`config.mk`:
```
export PLATFORM = sky130hd
export DESIGN_NAME = sadc_frame_ctl
export DESIGN_NICKNAME = d
export VERILOG_FILES = /design/src/rtl/sadc_pkg.sv /design/src/rtl/sadc_frame_ctl.sv
export SDC_FILE = /design/constraint.sdc
export NUM_CORES = 1
export LEC_CHECK = 0
export ABC_CLOCK_PERIOD_IN_PS = 2200
export CORE_ASPECT_RATIO = 1.1
export CORE_MARGIN = 2
export CORE_UTILIZATION = 50
export DETAILED_ROUTE_END_ITERATION = 12
export DONT_BUFFER_PORTS = 1
export SYNTH_ARGS = -nofsm -noshare
export SYNTH_HDL_FRONTEND = slang
export SYNTH_SLANG_ARGS = --single-unit
```
`constraint.sdc`:
```
create_clock -name clk -period 2.2 [get_ports clk]
set_clock_uncertainty 0.15 [all_clocks]
set_input_delay 0.66 -clock clk [delete_from_list [all_inputs] [get_ports clk]]
set_output_delay 0.66 -clock clk [all_outputs]
set_load 0.01 [all_outputs]
```
`src/rtl/sadc_pkg.sv`:
```
package sadc_pkg;
  typedef enum logic [0:0] {PH_IDLE = 1'b0, PH_RUN = 1'b1} sadc_phase_t;
  localparam int SADC_FRAME_EDGES = 16;
  localparam int SADC_LEAD_EDGES  = 2;
endpackage

```
`src/rtl/sadc_frame_ctl.sv`:
```
module sadc_frame_ctl
  import sadc_pkg::*;
#(
  parameter int WORD_W      = 14,
  parameter int FRAME_EDGES = SADC_FRAME_EDGES,
  parameter int LEAD        = SADC_LEAD_EDGES,
  parameter int CNT_W       = 16
) (
  input  logic             clk,
  input  logic             rst,
  input  logic             conv_rise,
  input  logic             sck_rise,
  output logic             busy,
  output logic             accept,
  output logic             bit_go,
  output logic             zero_go,
  output logic [CNT_W-1:0] ignored
);
  localparam int EC_W = $clog2(FRAME_EDGES + 1);
  localparam logic [EC_W-1:0] LEAD_C = EC_W'(LEAD);
  localparam logic [EC_W-1:0] END_C  = EC_W'(LEAD + WORD_W);
  localparam logic [EC_W-1:0] LAST_C = EC_W'(FRAME_EDGES - 1);
  localparam logic [CNT_W-1:0] CNT_MAX = '1;

  sadc_phase_t     phase_q;
  logic [EC_W-1:0] edge_cnt;

  assign busy    = (phase_q == PH_RUN);
  assign accept  = conv_rise & (phase_q == PH_IDLE);
  assign bit_go  = sck_rise & (phase_q == PH_RUN) &
                   (edge_cnt >= LEAD_C) & (edge_cnt < END_C);
  assign zero_go = accept | (sck_rise & ~bit_go);

  always_ff @(posedge clk) begin
    if (rst) begin
      phase_q  <= PH_IDLE;
      edge_cnt <= '0;
    end else if (accept) begin
      phase_q  <= PH_RUN;
      edge_cnt <= '0;
    end else if (phase_q == PH_RUN && sck_rise) begin
      if (edge_cnt == LAST_C) begin
        phase_q  <= PH_IDLE;
        edge_cnt <= '0;
      end else begin
        edge_cnt <= edge_cnt + 1'b1;
      end
    end
  end

  always_ff @(posedge clk) begin
    if (rst) ignored <= '0;
    else if (conv_rise && phase_q == PH_RUN && ignored != CNT_MAX)
      ignored <= ignored + 1'b1;
  end


  busy_rise_on_conv_chk: assert property (@(posedge clk) disable iff (rst)
    $rose(busy) |-> $past(conv_rise));

  busy_fall_on_sck_chk: assert property (@(posedge clk) disable iff (rst)
    $fell(busy) |-> $past(sck_rise));

  ignore_only_on_conv_chk: assert property (@(posedge clk) disable iff (rst)
    !conv_rise |=> $stable(ignored));

  edge_hold_chk: assert property (@(posedge clk) disable iff (rst)
    (busy && !sck_rise) |=> $stable(edge_cnt));
endmodule

```
# Word-level counts from Yosys, hierarchy flattened
# Cells that the tools add are included.
[op_classes]
n_addsub = 2
n_mul = 0
div_mod_pow = 0
order_cmp = 2
n_eq_ne = 2
n_shift = 0
muxes = 4
n_bitwise = 8
reduce_logical = 7
[ops]
columns = ["operator", "count"]
rows = [
  ["$add 16x1->16 const B", 1],
  ["$ne 16x16->1 const B", 1],
  ["$add 5x1->5 const B", 1],
  ["$and 1x1->1", 5],
  ["$eq 5x4->1 const B", 1],
  ["$ge 5x2->1 const B", 1],
  ["$lt 5x5->1 const B", 1],
  ["$mux 5", 1],
  ["$reduce_bool 2->1", 2],
  ["$logic_and 1x1->1", 3],
  ["$mux 1", 3],
  ["$not 1->1", 2],
  ["$reduce_and 2->1", 1],
  ["$reduce_or 2->1", 1],
  ["$or 1x1->1", 1],
]
[word_totals]
regBits = 22
latchBits = 0
ramBits = 0
mem_bits_ro = 0
inputBits = 4
output_inout_bits = 20
wordCells = 28
n_memories = 0

# Depth between registers and ports, before layout
[depth]
ltp_word = 6
depth_mapped = 5
mapped_depth_nobuf = 5

# Least setup slack after synthesis
# Ideal clock, no wire load.
[synth_timing]
path_type = "input-to-output"
from = "input sck_rise"
to = "output zero_go"
t_arrival_ps = 1257
required_ps = 1390
setup_slack_ps = 133
cell_stages = 3
n_path_buf = 0
path_cell_list = "nand2_1 nor3_1 o21ai_0"
[synth_between]
elab_chain_len = 6
[synth_lines]
columns = ["element", "line", "source"]
rows = [
  ["start: declaration", "sadc_frame_ctl.sv:12", "input logic sck_rise,"],
  ["$and 1x1->1 (2 in a row)", "sadc_frame_ctl.sv:30", "assign bit_go = sck_rise & (phase_q == PH_RUN) &"],
  ["$and 1x1->1", "sadc_frame_ctl.sv:31", "(edge_cnt >= LEAD_C) & (edge_cnt < END_C);"],
  ["via bit_go", "sadc_frame_ctl.sv:15", "output logic bit_go,"],
  ["$not 1->1", "sadc_frame_ctl.sv:32", "assign zero_go = accept | (sck_rise & ~bit_go);"],
  ["$and 1x1->1", "sadc_frame_ctl.sv:32", ""],
  ["$or 1x1->1", "sadc_frame_ctl.sv:32", ""],
  ["end: declaration", "sadc_frame_ctl.sv:16", "output logic zero_go,"],
]
# The timed path passes the listed nets, and every way through them passes these cells.

# Worst setup path after layout
[layout_timing]
from = "register edge_cnt[0]"
to = "output zero_go"
[layout_between]
elab_chain_len = 6
elab_cells_between_ends = 7
cone_classes = "2 x order compare; 5 x bitwise"
[layout_lines]
columns = ["element", "line", "source"]
rows = [
  ["start: declaration", "sadc_frame_ctl.sv:26", "logic [EC_W-1:0] edge_cnt;"],
  ["start signal: assignment", "sadc_frame_ctl.sv:46", "edge_cnt <= edge_cnt + 1'b1;"],
  ["$ge 5x2->1", "sadc_frame_ctl.sv:31", ""],
  ["$and 1x1->1", "sadc_frame_ctl.sv:30", ""],
  ["$and 1x1->1 (*)", "sadc_frame_ctl.sv:31", ""],
  ["$not 1->1 (*)", "sadc_frame_ctl.sv:32", ""],
  ["$and 1x1->1 (*)", "sadc_frame_ctl.sv:32", ""],
  ["$or 1x1->1 (*)", "sadc_frame_ctl.sv:32", ""],
]
# Every way passes the cells marked *; elsewhere a longest branch is shown, timed or not.

==> run summary <==
Clock Sinks -> 22
Compound-Gate Fraction of Synth Area -> 0.149
Die Height -> 54.5 um
Drt drc -> 0
R2R Setup Slk -> 180 ps
DR vias/cell -> 5.83
Number of diodes -> 0
Rel. slew slack -> 0.665
# IOs -> 24
GP Congestion -> 0.796
Initial antenna violation count -> 0
Layout cells sized above 1 -> 0.194
Outcome -> finished clean
Setup Viol. Count Final -> 0
R2R depth -> 5
Synth Area in XOR/XNOR -> 0.00754
Maximum vdd drop -> 0.364 mV
Met2 wire length -> 1.15 mm
Die Wd -> 49.9 um
Sequential area share after synthesis -> 0.379
Total number of vias -> 1015
Slew Viols, Final -> 0
Post-synthesis cell count -> 136
CP Cell Sequence -> inv_2, ha_4, nor4_4, nor3_2, o21ai_2
Die area -> 2720 um2
Clk_lat worst skew -> 290 ps
Synth Area in Adders -> 0.0323
Distinct cells, synth -> 38
Internal -> 0.483 mW
Crit path required time -> 1390 ps
Seq pwr share -> 0.659
Switch share -> 0.222
Vias in the first global route -> 886
First-pass GRT wire length -> 3.81 mm
Syn Area/Cell -> 8.54 um2
Core area -> 2230 um2
Largest net degree at the start of global routing -> 22
TritonCTS buffer count -> 3
Total track usage -> 0.183
Met3 routed WL -> 96 um
LEAKAGE -> 0.459 nW
Layout fillers -> 225
Total power draw -> 0.621 mW
Slew of the pin with the lowest slew margin -> 497 ps
Net Switching -> 0.138 mW
Non-filler cells, final -> 174
CP Class -> reg2out
Final period utilization -> 0.982
Largest family of logic cells by synthesized area -> simple AND/OR/NAND/NOR gates
Startpoint types -> register
Worst reg2reg endpoint -> ignored[8]
Max-cap viol count -> 0
Layout area overhead -> 12.4%
Clock share of power -> 0.281
Initial Util -> 0.521
Max Buffers Root-to-Sink -> 2
Max incr delay on CP -> 360 ps
Max FO, Critical Path -> 3
Hold crit path type -> in2reg
Util after Layout -> 0.585
Worst-path clk slew -> 110 ps
Slowest-stage cell, CP -> dfxtp_2
Pwr dens -> 476 nW/um2
Worst EP arrival -> 1350 ps
#FFs+latches synth -> 22
Drt wl/cell -> 13.7 um
Hold depth -> 1
Mux contribution to synthesized area -> 0.0280
Dpl hpwl -> 1.73 mm
# port buffers -> 0
Root Buffer -> clkbuf_4
Num rows -> 18
Fin. Hold Viols -> 0
Tmin final -> 2160 ps
Origin of the critical flop-to-flop path -> ignored[0]
Highest routed layer -> met4
H-tree Lvls -> 1
Initial DRT Pass Iterations -> 4
Routed Antenna Nets -> 0
Post-Syn Nets -> 143
Placed Cells -> 170
Drt initial violations -> 20
CTS tree -> done
GR Overflow Total -> 0
CTS Hold Buffers Added -> 0
YS warnings -> 0
Comb power frac -> 0.059
Synth Cell Area -> 1160 um2
Worst Setup End Kind -> primary output
Final nets -> 153
Hold Path End -> ignored[4]
Simple-gate share of the synthesized area -> 0.378
F_max -> 463 MHz
M1 WL -> 1.12 mm
Hold_sp -> rst
Wirelength, routed -> 2.39 mm
## cell usage after synthesis, drive strengths merged
library cell / number / area (um2)
dfxtp: 22 / 440
nor2: 13 / 48.8
nand2: 11 / 41.3
a21oi: 10 / 50.1
nand3: 7 / 40.0
o21ai: 7 / 35.0
inv: 6 / 22.5
nor4: 6 / 58.8
or3: 5 / 31.3
a311oi: 4 / 35.0
nand2b: 4 / 25.0
nand4: 4 / 37.5
nor3: 4 / 25.0
ha: 3 / 37.5
o31ai: 3 / 22.5
or4: 3 / 22.5
a31oi: 2 / 12.5
and3: 2 / 12.5
and4: 2 / 17.5
clkbuf: 2 / 7.51
mux2: 2 / 22.5
nor2b: 2 / 12.5
nor3b: 2 / 15.0
or2: 2 / 15.0
a211oi: 1 / 7.51
and2: 1 / 6.26
and3b: 1 / 8.76
and4bb: 1 / 12.5
mux2i: 1 / 10.0
nand4b: 1 / 8.76
o211a: 1 / 10.0
xor2: 1 / 8.76
## cell usage in the layout, fill, tap and decap left out, drive strengths merged, types with 4 or more instances in the layout
cell type,instances
inv,6
a311oi,4
o21ai,7
or3,5
buf,7
nand2b,4
dfxtp,22
nor2,13
nand3,7
nor3,4
a21oi,10
nand4,4
nor4,6
nand2,11
## worst max-delay path, delay by kind of cell, from the launching register on
family | cells | cell delay [ps]
adder cells (fa/ha/maj) | 1 | 160
flip-flops | 1 | 360
AND/OR/NAND/NOR | 2 | 300
AO/OA/AOI/OAI | 1 | 190
buffers and inverters | 1 | 50
## power groups by stage
| stage | registers (mW) | logic (mW) | clock network, mW |
|---|---|---|---|
| 4_1_cts | 0.410 | 0.0327 | 0.188 |
| 3_3_place_gp | 0.418 | 0.0296 | 0 |
| 6_report | 0.410 | 0.0369 | 0.175 |
| 3_5_place_dp | 0.418 | 0.0301 | 0 |
| 2_1_floorplan | 0.418 | 0.0250 | 0 |
| 5_1_grt | 0.411 | 0.0418 | 0.196 |
## layer usage
metal	vias to the layer above	track usage
met5	-	0
met4	0	0.0694
met3	2	0.0492
met2	14	0.293
met1	476	0.237
li1	523	-
## sequential cells by signal (all words and copies together), names as in the netlist
signal / flops
busy: 1
edge_cnt: 5
ignored: 16
## worst max path at each step
stage	start	endpoint	depth (start not counted)	slack (ps)
2_1_floorplan	sck_rise	zero_go	3	130
3_3_place_gp	ignored[0]	ignored[10]	5	210
5_1_grt	edge_cnt[0]	zero_go	5	-40
4_1_cts	edge_cnt[0]	zero_go	5	-30
6_report	edge_cnt[0]	zero_go	5	40
3_5_place_dp	edge_cnt[0]	zero_go	5	190
## metrics by stage
step / hold WS (ps) / TNS (ps) / setup slack, ps / cell area (um2)
floorplan: 316 / 0 / 133 / 1160
global placement: 331 / 0 / 211 / 1240
detailed placement: 338 / 0 / 190 / 1240
CTS: 249 / -33.7 / -33.7 / 1280
global route: 240 / -36.0 / -36.0 / 1310
finish: 264 / 0 / 40.2 / 1310
## cell families (layout without fill, tap and decap cells)
kind of cell / after synthesis / count (layout)
simple gates: 71 / 71
compound gates: 28 / 28
flops: 22 / 22
buf+inv: 8 / 16
fa+ha+maj: 3 / 3
mux: 3 / 3
xor+xnor: 1 / 1
## repair_timing
action / CTS / global route
endpoints found under the setup margin: 1 / 2
pin swaps: 3 / 1
gates resized for setup: 6 / 4
setup buffers: 0 / 1
## layout make-up
cell class,count,area (um2),share of cell area
multi-input combinational,106,727,0.557
sequential,22,443,0.339
timing repair buffer,7,52.6,0.0403
tap,30,37.5,0.0288
clock buffer,3,22.5,0.0173
inverter,6,22.5,0.0173
No activity file was read; power rests on OpenSTA's default activity.
